$ cat src/rtl/dacld_pkg.sv
package dacld_pkg;
  localparam int DEF_CODE_W = 8;
  localparam int DEF_CH_W   = 4;
  localparam int DEF_CS_W   = 4;
  localparam int DEF_N_CH   = 8;
  localparam int SYNC_STAGES = 2;
endpackage

$ cat src/rtl/dacld_sync.sv
module dacld_sync #(
  parameter int W      = 1,
  parameter int STAGES = 2
) (
  input  logic         clk,
  input  logic         rst_n,
  input  logic [W-1:0] d,
  output logic [W-1:0] q
);
  logic [W-1:0] stage_q [STAGES];

  generate
    for (genvar s = 0; s < STAGES; s++) begin : g_stage
      always_ff @(posedge clk or negedge rst_n) begin
        if (!rst_n) begin
          stage_q[s] <= '0;
        end else if (s == 0) begin
          stage_q[s] <= d;
        end else begin
          stage_q[s] <= stage_q[(s == 0) ? 0 : s-1];
        end
      end
    end
  endgenerate

  assign q = stage_q[STAGES-1];
endmodule

$ cat src/rtl/dacld_shift.sv
module dacld_shift #(
  parameter int FRAME_W = 16
) (
  input  logic               clk,
  input  logic               rst_n,
  input  logic               sclk_s,
  input  logic               din_s,
  input  logic               load_s,
  output logic [FRAME_W-1:0] frame,
  output logic               so_bit,
  output logic               shift_en,
  output logic               load_rise
);
  logic sclk_d;
  logic load_d;

  // shift clock is gated off for the whole time load is high
  assign shift_en  = sclk_s & ~sclk_d & ~load_s;
  assign load_rise = load_s & ~load_d;

  always_ff @(posedge clk or negedge rst_n) begin
    if (!rst_n) begin
      sclk_d <= 1'b0;
      load_d <= 1'b0;
      frame  <= '0;
      so_bit <= 1'b0;
    end else begin
      sclk_d <= sclk_s;
      load_d <= load_s;
      if (shift_en) begin
        frame  <= {frame[FRAME_W-2:0], din_s};
        so_bit <= frame[FRAME_W-1];
      end
    end
  end
endmodule

$ cat src/rtl/dacld_decode.sv
module dacld_decode #(
  parameter int CH_W = 4,
  parameter int CS_W = 4,
  parameter int N_CH = 8
) (
  input  logic [CS_W-1:0] dev_addr,
  input  logic [CS_W-1:0] strap_s,
  input  logic [CH_W-1:0] ch_addr,
  input  logic            load_rise,
  output logic [N_CH-1:0] wr_en
);
  logic dev_hit;

  assign dev_hit = (dev_addr == strap_s);

  generate
    for (genvar i = 0; i < N_CH; i++) begin : g_dec
      // addresses at or above N_CH match no slot
      assign wr_en[i] = load_rise & dev_hit & (ch_addr == CH_W'(i));
    end
  endgenerate
endmodule

$ cat src/rtl/dacld_bank.sv
module dacld_bank #(
  parameter int CODE_W = 8,
  parameter int N_CH   = 8
) (
  input  logic                   clk,
  input  logic                   rst_n,
  input  logic [N_CH-1:0]        wr_en,
  input  logic [CODE_W-1:0]      wr_code,
  output logic [N_CH*CODE_W-1:0] codes
);
  localparam logic [CODE_W-1:0] MIDSCALE = CODE_W'(1) << (CODE_W-1);

  generate
    for (genvar i = 0; i < N_CH; i++) begin : g_ch
      logic [CODE_W-1:0] code_q;
      always_ff @(posedge clk or negedge rst_n) begin
        if (!rst_n) begin
          code_q <= MIDSCALE;
        end else if (wr_en[i]) begin
          code_q <= wr_code;
        end
      end
      assign codes[i*CODE_W +: CODE_W] = code_q;
    end
  endgenerate
endmodule

$ cat src/rtl/dacld_top.sv
module dacld_top
  import dacld_pkg::*;
#(
  parameter int CODE_W = DEF_CODE_W,
  parameter int CH_W   = DEF_CH_W,
  parameter int CS_W   = DEF_CS_W,
  parameter int N_CH   = DEF_N_CH
) (
  input  logic                   clk,
  input  logic                   rst_n,
  input  logic                   ser_clk,
  input  logic                   ser_din,
  input  logic                   ser_load,
  input  logic [CS_W-1:0]        strap,
  output logic                   ser_dout,
  output logic                   ser_dout_en,
  output logic [N_CH*CODE_W-1:0] codes
);
  localparam int FRAME_W = CS_W + CH_W + CODE_W;
  localparam int SYNC_W  = CS_W + 3;

  logic [SYNC_W-1:0]  raw_in;
  logic [SYNC_W-1:0]  sync_out;
  logic               sclk_s;
  logic               din_s;
  logic               load_s;
  logic [CS_W-1:0]    strap_s;
  logic [FRAME_W-1:0] frame;
  logic               so_bit;
  logic               shift_en;
  logic               load_rise;
  logic [N_CH-1:0]    wr_en;
  logic [CS_W-1:0]    dev_addr;
  logic [CH_W-1:0]    ch_addr;
  logic [CODE_W-1:0]  wr_code;

  assign raw_in = {strap, ser_load, ser_din, ser_clk};

  dacld_sync #(.W(SYNC_W), .STAGES(SYNC_STAGES)) u_sync (
    .clk   (clk),
    .rst_n (rst_n),
    .d     (raw_in),
    .q     (sync_out)
  );

  assign sclk_s  = sync_out[0];
  assign din_s   = sync_out[1];
  assign load_s  = sync_out[2];
  assign strap_s = sync_out[SYNC_W-1:3];

  dacld_shift #(.FRAME_W(FRAME_W)) u_shift (
    .clk       (clk),
    .rst_n     (rst_n),
    .sclk_s    (sclk_s),
    .din_s     (din_s),
    .load_s    (load_s),
    .frame     (frame),
    .so_bit    (so_bit),
    .shift_en  (shift_en),
    .load_rise (load_rise)
  );

  assign dev_addr = frame[FRAME_W-1 -: CS_W];
  assign ch_addr  = frame[CODE_W +: CH_W];
  assign wr_code  = frame[CODE_W-1:0];

  dacld_decode #(.CH_W(CH_W), .CS_W(CS_W), .N_CH(N_CH)) u_decode (
    .dev_addr  (dev_addr),
    .strap_s   (strap_s),
    .ch_addr   (ch_addr),
    .load_rise (load_rise),
    .wr_en     (wr_en)
  );

  dacld_bank #(.CODE_W(CODE_W), .N_CH(N_CH)) u_bank (
    .clk     (clk),
    .rst_n   (rst_n),
    .wr_en   (wr_en),
    .wr_code (wr_code),
    .codes   (codes)
  );

  assign ser_dout    = so_bit;
  assign ser_dout_en = load_s;
endmodule

$ cat config.mk
export PLATFORM = sky130hd
export DESIGN_NAME = dacld_top
export DESIGN_NICKNAME = d
export VERILOG_FILES = /design/src/rtl/dacld_pkg.sv /design/src/rtl/dacld_sync.sv /design/src/rtl/dacld_shift.sv /design/src/rtl/dacld_decode.sv /design/src/rtl/dacld_bank.sv /design/src/rtl/dacld_top.sv
export SDC_FILE = /design/constraint.sdc
export NUM_CORES = 1
export LEC_CHECK = 0
export BUFFER_PORTS_ARGS = -buffer_cell sky130_fd_sc_hd__buf_4
export CORE_ASPECT_RATIO = 0.9
export CORE_MARGIN = 2
export CORE_UTILIZATION = 46
export DETAILED_ROUTE_END_ITERATION = 12
export GPL_TIMING_DRIVEN = 1
export PLACE_DENSITY = 0.67
export SYNTH_ARGS = -nofsm -noshare
export SYNTH_HDL_FRONTEND = slang
export SYNTH_HIERARCHICAL = 1
export SYNTH_SLANG_ARGS = --single-unit
$ cat constraint.sdc
create_clock -name clk -period 2.73 [get_ports clk]
set_clock_uncertainty 0.1 [all_clocks]
set_input_delay 0 -clock clk [delete_from_list [all_inputs] [get_ports clk]]
set_output_delay 0 -clock clk [all_outputs]
set_load 0.02 [all_outputs]
==> results by stage, run 1 <==
Yosys:
- The compound-gate portion of the synthesized area is 0.
- The cell count after synthesis is 217.
- After synthesis, the share of cell area in mux cells is 0.300.
- Synthesis instantiated 18 different standard cells from the library.
- The total of flip-flops plus latches after synthesis is 97.
- The synthesized netlist occupies a cell area of 3960 µm².
- By area, the combinational part of the netlist is dominated by multiplexers.
- Of the synthesized area, sequential elements account for 0.616.
- The Yosys warning count is 6.
- The number of nets in the synthesized netlist is 226.
- The adder-cell area share of the yosys netlist is 0.
- The xor/xnor cell area share of the yosys netlist is 0.00886.
- Of the total synthesized cell area, the portion taken by AND, OR, NAND and NOR gates is 0.0301.
- The synthesized area per cell is 18.2 µm².

Cells and area:
- Leaving out fill and tap cells, the most frequent cells in the layout are 89 x dfrtp_1, 83 x buf_4, 73 x mux2_4.
- The sequential cell area is 2440 µm².
- The number of antenna cells inserted is 0.
- The core utilization of the finished layout is 0.576.
- For this run, the post-layout net count is 312.
- Of the cells placed in the final design, the portion with a size suffix greater than 1 is 0.646.
- The multi-input combinational cells in the finished layout cover a total of 1380 µm².
- The number of standard cells in the layout, taps in and fillers out is 427.
- Leaving out fill and tap cells, the most frequent cell in the layout is dfrtp_1.
- The layout overhead on the synthesized area is 23.1%.
- The number of fillers in the final layout is 669.

Clock tree:
- The buffer count from post-CTS setup fixing is 0.
- The largest buffer count on any clock path is 2.
- The clock net sink count is 97.
- The post-cts gate resize count is 0.
- The clock tree root buffer cell is clkbuf_8.
- The count of hold buffers inserted by post-cts repair is 8.
- The clock transition time at the flip-flop clock pins of the worst setup and hold paths is 0.09 ns.
- The number of buffers created by CTS is 9.
- The later-pin clock latency in the skew report is 0.35 ns.
- The H-tree was split into 3 levels.
- The clock tree from TritonCTS is built.

STA:
- The clock period could shrink to 2.06 ns.
- Setup repair after global routing left no endpoint under its margin.
- The accumulated negative setup slack is 0 ns.
- The maximum achievable frequency is 485 MHz.
- For the pin with the worst max-slew slack, the measured transition is 0.660 ns.
- Dividing the final minimum period by the clock period gives 0.755.
- The worst pin sits at a relative slew slack of 0.560.
- The hold violation total from the final report is 0.
- Setup violations remaining at the end of the flow were counted as 0.
- The count of pins over their slew limit came to 0.
- Across all setup checks in the final design, the least slack found is 0.669 ns.

Setup path:
- In this run the critical register-to-register path is launched from u_shift/frame[14].
- The critical path is of the reg -> reg type.
- The sort of element at the start of the critical path is a flip-flop.
- The data arrival at the endpoint of the critical path is 2.20 ns.
- The worst setup path startpoint is u_shift/frame[14].
- The setup slack on the worst flop-to-flop path is 0.67 ns.
- Of all nets on the critical path, the largest fanout is 8.
- For the worst setup path, the data required time is 2.87 ns.
- The worst setup path is captured at a flip-flop.

Pwr:
- The maximum vdd drop is 346 µV.
- The completed layout was analyzed and its total power is 0.00288 W.
- In this run the static leakage power is 2.39 nW.
- Power spread over the standard cell area amounts to 592 nW/µm².

Hold path:
- The tightest min-delay check is of the in -> async type.

Die:
- The floorplan has 32 rows.
- The floorplan step defined a core boundary enclosing 8450 µm².
- The floorplan die height is 92.0 µm.
- The I/O pin count is 75.
- The initial cell density of the core is 0.468.
- The floorplan step set the die width to 102 µm.
- The area of the die is 9360 µm².

Drt:
- The number of nets still failing antenna checks after routing is 0.
- The average wire per cell in the routed design is 17.3 µm.
- The length of the first detailed-routing pass in iterations is 4.
- The overall via count from detail_route is 2015.
- The total detailed-routing wirelength is 7400 µm.
- The detailed-route DRC error count is 0.
- The first routing iteration left 121 violations.
- Dividing the detail-routed via count by the number of cells gives 4.72.

Place:
- The number of buffer cells added on primary ports is 74.
- The final HPWL from detailed placement is 4740 µm.
- At the end of routability-driven placement, the weighted congestion stood at 0.697.
- After detailed placement, the design holds a cell count of 403.
- The worst slack after detailed placement is 0.677 ns.

GRT:
- The most used routing layer in global routing is met2.
- The met2 usage is 0.252.
- For this run, global-route usage on met1 was measured as 0.250.
- Entering global routing, the biggest net connects 53 pins.
- The overall fraction of global-route tracks in use is 0.172.
- The via count of the first global-routing pass is 2121.
- The global-route wire length before repair is 12100 µm.
- The remaining global-route overflow is 0.
- The fraction of met3 tracks used by global routing is 0.0541.
- The number of antenna violations at the first check in global routing is 0.

Run status:
- The run finished with clean final reports.

Job:
- Across the run, the number of max-cap violations was 0.
==> metal layers <==
layer  routed length [µm]  up-vias
met5                    0        -
met2                 3350       60
met3                  394        4
met1                 3610     1035
met4                   42        0
li1                     -      916
==> worst paths after layout <==
check / to / cells past startpoint
min: u_bank/g_ch[6].code_q[5] / 2
min in group clk: u_sync/stage_q[12] / 2
max in group asynchronous: u_bank/g_ch[1].code_q[7] / 3
min reg2reg: u_sync/q[2] / 0
max: u_bank/g_ch[5].code_q[5] / 5
max reg2reg: u_bank/g_ch[5].code_q[5] / 5
==> flip-flops by register name (all words and copies together) (netlist names) <==
signal and flops:
u_bank/g_ch.code_q 64, u_shift/frame 16, u_shift/load_d 1, u_shift/sclk_d 1
u_shift/so_bit 1, u_sync/q 7, u_sync/stage_q 7
==> synth_stat cells <==
| master | count | area share |
|---|---|---|
| nor3_1 | 1 | 0.0013 |
| buf_12 | 1 | 0.0051 |
| dfrtp_1 | 89 | 0.56 |
| buf_4 | 7 | 0.013 |
| dfstp_2 | 8 | 0.053 |
| nand2b_1 | 2 | 0.0032 |
| nand2_1 | 3 | 0.0028 |
| nor4b_2 | 1 | 0.0038 |
| mux2_4 | 73 | 0.28 |
| mux2_2 | 8 | 0.023 |
| nor3b_2 | 1 | 0.0032 |
| nor4_1 | 6 | 0.0095 |
| buf_6 | 9 | 0.026 |
| nor2_1 | 1 | 0.00095 |
| nand4b_2 | 1 | 0.0038 |
| inv_1 | 1 | 0.00095 |
| xnor2_1 | 4 | 0.0089 |
| nor2b_1 | 1 | 0.0016 |
==> worst max-delay path, cell delays in order, from the launching register on <==
cell      delay [ns]
dfrtp_1         0.41
xnor2_1         0.19
nand4b_2        0.32
nor4_2          0.36
buf_4           0.25
mux2_4          0.31
==> power by group <==
| part | switching [W] | leakage, nW | internal (W) |
|---|---|---|---|
| registers | 0.000236 | 1.27 | 0.00153 |
| logic | 0.000117 | 1.03 | 0.000188 |
| clock network | 0.000485 | 0.0850 | 0.000329 |
==> cell families (layout without fill, tap and decap cells) <==
logic type | Yosys count | after routing
XOR/XNOR | 4 | 4
buffers and inverters | 18 | 109
flip-flops | 97 | 97
multiplexers | 81 | 81
AND/OR/NAND/NOR | 17 | 17
==> cell type report <==
type                            instances  area share
Timing Repair Buffer                   92       0.149
Clock buffer                            9      0.0254
Clock inverter                          7     0.00977
Tap cell                              119      0.0306
Multi-Input combinational cell        102       0.284
Inverter                                1    0.000771
Sequential cell                        97       0.501
==> metrics by stage <==
step | hold slack (ns) | cell area, µm²
after floorplan | -0.396 | 3960
after CTS | 0.138 | 4870
after global routing | 0.175 | 4870
after global placement | -0.0251 | 4620
final | 0.115 | 4870
after detailed placement | -0.0201 | 4620
Power figures use the tool's default switching activity.
==> inputs of run 2 (changes only) <==
- PLACE_DENSITY: 0.67 -> 0.7
- clock period: 2.73 -> 1.8 ns (I/O delays scaled with it)
==> results by stage, run 2 (synthesized netlist as in run 1, its figures left out) <==
Pwr:
- For this design the ratio of total power to cell area is 876 nW/µm².
- The static leakage is 2.52 nW.
- IR analysis of the VDD net gives a maximum drop of 522 µV.

Setup path:
- The worst register-to-register path begins at u_shift/frame[13].
- The worst setup path startpoint is u_shift/frame[13].
- The critical path is of the reg -> reg type.
- The critical path required time is 1.94 ns.
- The worst register-to-register path has a setup slack of -0.08 ns.
- For this run, the slowest stage of the critical path takes 0.45 ns.
- The peak fanout along the critical path is 8.
- The data arrival at the endpoint of the critical path is 2.02 ns.
- The worst-path cell with the longest stage delay is dfrtp_2.
- The worst setup path is launched from a flip-flop.
- The critical path goes through xnor2_4 -> nand4b_4 -> buf_12 -> nor4_4 -> buf_6 -> mux2_4.
- The kind of capture point of the worst setup path is a flip-flop.
- The depth of the worst register-to-register path is 6.
- In this run the worst setup path terminates at u_bank/g_ch[7].code_q[2].
- The end of the worst register-to-register path is u_bank/g_ch[7].code_q[2].

Run status:
- The flow ran to the end, but the final reports show violations.
- The checks that failed: negative setup slack.

Die:
- In this run the horizontal extent of the chip is 102 µm.
- The die is 92.0 µm tall.
- The I/O pin count is 75.
- For this configuration, the core starts out at a cell density of 0.468.
- The core region is 8450 µm².
- The row count is 32.
- The area of the die is 9360 µm².

Clock tree:
- For the worst-skew pair, the clock arrives at the later sink with an insertion delay of 0.36 ns.
- CTS built an H-tree with a depth of 3.
- The largest buffer count on any clock path is 2.
- The clock tree from TritonCTS is built.
- The root buffer cell chosen for the clock tree is clkbuf_8.
- The clock net sink count is 97.
- Clock-pin slew was measured on the worst setup and hold paths at 0.10 ns.
- The number of buffers created by CTS is 9.

Drt:
- The sum of met2 wire segment lengths after detailed routing is 3380 µm.
- The average wire per cell in the routed design is 17.1 µm.
- In the routed layout, each cell is associated on average with a via count of 4.81.
- The first detailed-routing pass took 4 iterations.
- The wire length the detailed router placed on met1 is 3570 µm.
- For this block, the routed nets add up to 7440 µm of wire.
- The highest metal layer with signal wires is met4.
- For this run, design rule violations remaining after detail routing come to 0.
- The iteration-0 DRC count of the detailed router is 70.
- The final route contains 2099 vias.
- The length of routed met3 wiring is 390 µm.
- In this run the remaining antenna-violating nets after routing total 0.

STA:
- Of the available clock period, the critical path in the final layout requires 1.05.
- In this run the tightest slew margin relative to its limit is 0.655.
- The maximum achievable frequency is 531 MHz.
- The hold violation total from the final report is 0.
- The count of pins over their slew limit came to 0.
- The final hold slack is 0.0661 ns.
- For the pin with the worst max-slew slack, the measured transition is 0.517 ns.
- Subtracting the final worst setup slack from the clock period gives 1.88 ns.
- The final count of negative-setup-slack endpoints is 62.
- Once routing completed, OpenROAD measured the worst setup slack at -0.0816 ns.
- Setup repair after global routing could not meet its margin everywhere.

GRT:
- After global routing the overflow that remains totals 0.
- The overall fraction of global-route tracks in use is 0.169.
- The number of antenna violations at the first check in global routing is 0.
- The via count of the first global-routing pass is 2164.
- The global-route wire length before repair is 11900 µm.
- Entering global routing, the biggest net connects 44 pins.

Place:
- The worst slack after detailed placement is -0.139 ns.
- The number of buffer cells added on primary ports is 74.
- The area of placed instances is 4750 µm².
- The placer's final routability congestion estimate is 0.713.
- The final HPWL from detailed placement is 4840 µm.

Cells and area:
- The total number of nets in the final design is 321.
- The register with the most flip-flops in the layout has 64 of them.
- The layout overhead on the synthesized area is 29.3%.
- Measured on the finished design, the core utilization comes to 0.605.
- Ranked by flip-flop count, first place goes to u_bank/g_ch.code_q.
- The largest registers in the layout are u_bank/g_ch.code_q x64, u_shift/frame x16.
- Leaving out fill and tap cells, the most frequent cells in the layout are 86 x dfrtp_1, 82 x buf_4, 73 x mux2_4.
- 0 antenna diodes ended up in the layout.
- The post-route standard cell area excluding fillers is 5110 µm².
- The fraction of layout instances using a drive strength above 1 is 0.672.
- The most frequent standard cell in the layout excluding fill and tap cells is dfrtp_1.

Job:
- The tool flagged a number of max-cap violations equal to 0.

Hold path:
- The min-delay analysis places its worst path in the category in -> async.
## run 2: cell count changes in the layout (fill, tap and decap cells not counted), sizes merged
cell and delta:
inv +2, buf +9, clkbuf +2, clkinv -4
## run 2: per-layer routing
layer  up-vias  track usage
li1        941            -
met1      1091        0.252
met2        59        0.240
met3         8       0.0419
met4         0       0.0608
met5         -            0
## run 2: stage by stage
step	total power, W	TNS, ns	std cells
final	0.00448	-2.97	436
after global routing	0.00468	-8.19	436
after CTS	0.00451	-2.78	435
after detailed placement	0.00319	-4.33	409
after global placement	0.00317	-3.26	409
after floorplan	0.00288	-0.178	217
## run 2: worst min-delay path by stage
stage           from                        to  slack (ns)  depth (start not counted)
3_5_place_dp   rst_n            u_shift/sclk_d       -0.09                          1
5_1_grt        rst_n         u_sync/stage_q[9]         0.1                          2
6_report       rst_n  u_bank/g_ch[2].code_q[1]        0.07                          2
3_3_place_gp   rst_n            u_shift/sclk_d       -0.09                          1
2_1_floorplan  rst_n  u_bank/g_ch[0].code_q[0]       -0.40                          0
4_1_cts        rst_n  u_bank/g_ch[2].code_q[1]        0.07                          2
## run 2: where the power goes
part           total [W]  switching, W  internal, W
clock network    0.00130      0.000753     0.000549
logic           0.000502      0.000194     0.000308
registers        0.00268      0.000358      0.00232
total            0.00448       0.00131      0.00317
## run 2: layout make-up
type / count / area, µm²
clock buffer: 11 / 141
clock inverter: 5 / 37.5
fill: 636 / 3330
inverter: 1 / 3.75
multi-input combinational: 102 / 1490
sequential: 97 / 2440
tap: 119 / 149
timing repair buffer: 101 / 855
## run 2: worst max-delay path, delay by kind of cell, from the launching register on
| family | cells | cell delay (ns) |
|---|---|---|
| xor+xnor | 1 | 0.19 |
| mux | 1 | 0.31 |
| simple gates | 2 | 0.34 |
| flops | 1 | 0.45 |
| buf+inv | 2 | 0.39 |
## run 2: repair_timing
action                     CTS  global route
pin swaps                    1             0
hold endpoints to repair   100             0
resized for setup            8             8
setup buffers                2             1
setup endpoints to repair   63            64
hold buffers                 8             0
==> inputs of run 3 (changes only) <==
- CTS_BUF_LIST: not set -> sky130_fd_sc_hd__clkbuf_8 sky130_fd_sc_hd__clkbuf_16
==> results by stage, run 3 (synthesized netlist as in run 1, its figures left out) <==
Clock tree:
- The clock tree synthesis step divided the H-tree into 3 levels.
- The clock transition time at the flip-flop clock pins of the worst setup and hold paths is 0.10 ns.
- The later-pin clock latency in the skew report is 0.36 ns.
- The clock tree from TritonCTS is built.
- Buffers inserted during clock tree synthesis total 9.
- The largest buffer count on any clock path is 2.
- The clock net sink count is 97.
- In this run the clock root is driven by a clkbuf_8.

STA:
- The worst slew margin relative to its limit is 0.653.
- Hold timing on the final database bottoms out at a slack of 0.0683 ns.
- The final worst-path setup slack is -0.0824 ns.
- The minimum period implied by the final worst setup slack is 1.88 ns.
- The accumulated negative setup slack is -3.00 ns.
- The count of pins over their slew limit is 0.
- At the pin with the least slew margin, the transition time is 0.520 ns.
- The final count of negative-setup-slack endpoints is 62.
- In the finished design, the share of the clock period the worst path needs comes to 1.05.
- The hold violation total from the final report is 0.
- Setup repair after global routing could not meet its margin everywhere.
- The maximum achievable frequency is 531 MHz.

Die:
- Row generation in the floorplan step produced 32 rows.
- For this configuration, the core starts out at a cell density of 0.468.
- After floorplanning, the core was sized to cover 8450 µm².
- The floorplan die height is 92.0 µm.
- The I/O pin count is 75.
- The die covers 9360 µm².
- The width of the die is 102 µm.

Setup path:
- Traced cell by cell, the critical path runs through xnor2_4 -> nand4b_4 -> buf_12 -> nor4_4 -> buf_6 -> mux2_4.
- The critical path is of the reg -> reg type.
- The kind of capture point of the worst setup path is a flip-flop.
- On the worst path, the slowest cell contributes a delay of 0.45 ns.
- On the critical path, the stage with the largest delay is an instance of dfrtp_2.
- Along the worst path, the maximum fanout reaches 8.
- For the worst setup path, the data required time is 1.94 ns.
- The sort of element at the start of the critical path is a flip-flop.
- For the worst setup path, the data arrival time is 2.02 ns.

GRT:
- The via count of the first global-routing pass came to 2164.
- Entering global routing, the biggest net connects 44 pins.
- Summed over all layers, the global routing overflow is 0.
- The overall fraction of global-route tracks in use is 0.169.
- The global-route wire length before repair is 11900 µm.
- The number of antenna violations at the first check in global routing is 0.

Cells and area:
- The top cell types in the final layout, fill and taps aside, are 86 x dfrtp_1, 82 x buf_4, 73 x mux2_4.
- 0 antenna diodes ended up in the layout.
- The layout overhead on the synthesized area is 29.3%.
- The most frequent standard cell in the layout excluding fill and tap cells is dfrtp_1.
- After filler insertion, the fill cell instance count of the layout stands at 636.
- For this run, the post-layout net count is 321.
- The sequential cell area is 2440 µm².
- The largest registers in the layout are u_bank/g_ch.code_q x64, u_shift/frame x16.
- The number of flip-flops in the largest register is 64.
- In the final layout, the share of cells above drive strength 1 is 0.672.
- The register with the most flip-flops in the final layout is u_bank/g_ch.code_q.
- The area used by multi-input combinational logic is 1490 µm².

Drt:
- The detail-routed via count per cell is 4.80.
- The detailed-route DRC error count is 0.
- Summing over every cut layer, the via total after detailed routing is 2092.
- After detailed routing, the average wire length per cell comes to 17.1 µm.
- The length of the first detailed-routing pass in iterations is 4.
- The number of nets still failing antenna checks after routing is 0.
- The first routing iteration left 70 violations.
- The total detailed-routing wirelength is 7440 µm.

Pwr:
- For this design the ratio of total power to cell area is 875 nW/µm².
- The worst-case IR drop observed on VDD is 521 µV.
- The completed layout was analyzed and its total power is 0.00447 W.
- Summed over all cells, the static leakage comes to 2.53 nW.

Place:
- Detailed placement finished with a half-perimeter wire length of 4840 µm.
- Before CTS, the worst setup slack after placement is -0.139 ns.
- The placer's final routability congestion estimate is 0.713.
- The number of buffer cells added on primary ports is 74.

Job:
- The max-capacitance violation count is 0.

Run status:
- The run finished, with violations left.
- The checks that failed: negative setup slack.

Hold path:
- The type of the tightest min-delay check is in -> async.
==> run 3: worst max-delay path: cells and delay by family, from the launching register on <==
kind / cells / cell delay [ns]
mux: 1 / 0.31
xor+xnor: 1 / 0.19
simple gates: 2 / 0.34
buf+inv: 2 / 0.39
flops: 1 / 0.45
==> run 3: area by class of cell <==
| class | count | area share |
|---|---|---|
| repair buffers | 101 | 0.167 |
| inverters | 1 | 0.000734 |
| flip-flops and latches | 97 | 0.477 |
| multi-input cells | 102 | 0.291 |
| clock buffers | 10 | 0.0269 |
| clock inverters | 6 | 0.00807 |
| well taps | 119 | 0.0291 |
==> run 3: final timing paths <==
check                                   start                       end  slack (ns)  cells after the start
max                         u_shift/frame[13]  u_bank/g_ch[7].code_q[2]       -0.08                      6
min                                     rst_n  u_bank/g_ch[2].code_q[1]        0.07                      2
max reg2reg                 u_shift/frame[13]  u_bank/g_ch[7].code_q[2]       -0.08                      6
min reg2reg                u_sync/stage_q[13]               u_sync/q[6]        0.25                      0
max in group asynchronous               rst_n  u_bank/g_ch[7].code_q[7]        0.84                      3
min in group clk                     strap[2]        u_sync/stage_q[12]        0.19                      2
==> run 3: power breakdown <==
part	switching [W]	total (W)	internal [W]
clock	0.000751	0.00129	0.000543
combinational	0.000194	0.000502	0.000308
sequential	0.000358	0.00268	0.00232
==> run 3: what timing repair did <==
action / 4_1_cts / 5_1_grt
setup endpoints to repair: 63 / 64
hold endpoints to repair: 100 / 0
gates resized for setup: 8 / 8
gates cloned: 0 / 0
buffers inserted: 2 / 1
pin swaps: 1 / 0
hold buffers: 8 / 0
==> run 3: metal layers <==
| layer | up-vias | track usage | share of wire |
|---|---|---|---|
| met1 | 1086 | 0.252 | 0.48 |
| met3 | 7 | 0.0419 | 0.052 |
| met4 | 0 | 0.0608 | 0.011 |
| li1 | 941 | - | - |
| met2 | 58 | 0.240 | 0.46 |
| met5 | - | 0 | 0 |
==> run 3: per-stage QoR <==
stage / cell area [µm²] / utilization / std cells
3_5_place_dp: 4750 / 0.563 / 409
2_1_floorplan: 4050 / - / 217
3_3_place_gp: 4750 / 0.563 / 409
6_report: 5110 / 0.605 / 436
5_1_grt: 5110 / 0.605 / 436
4_1_cts: 5070 / 0.600 / 435
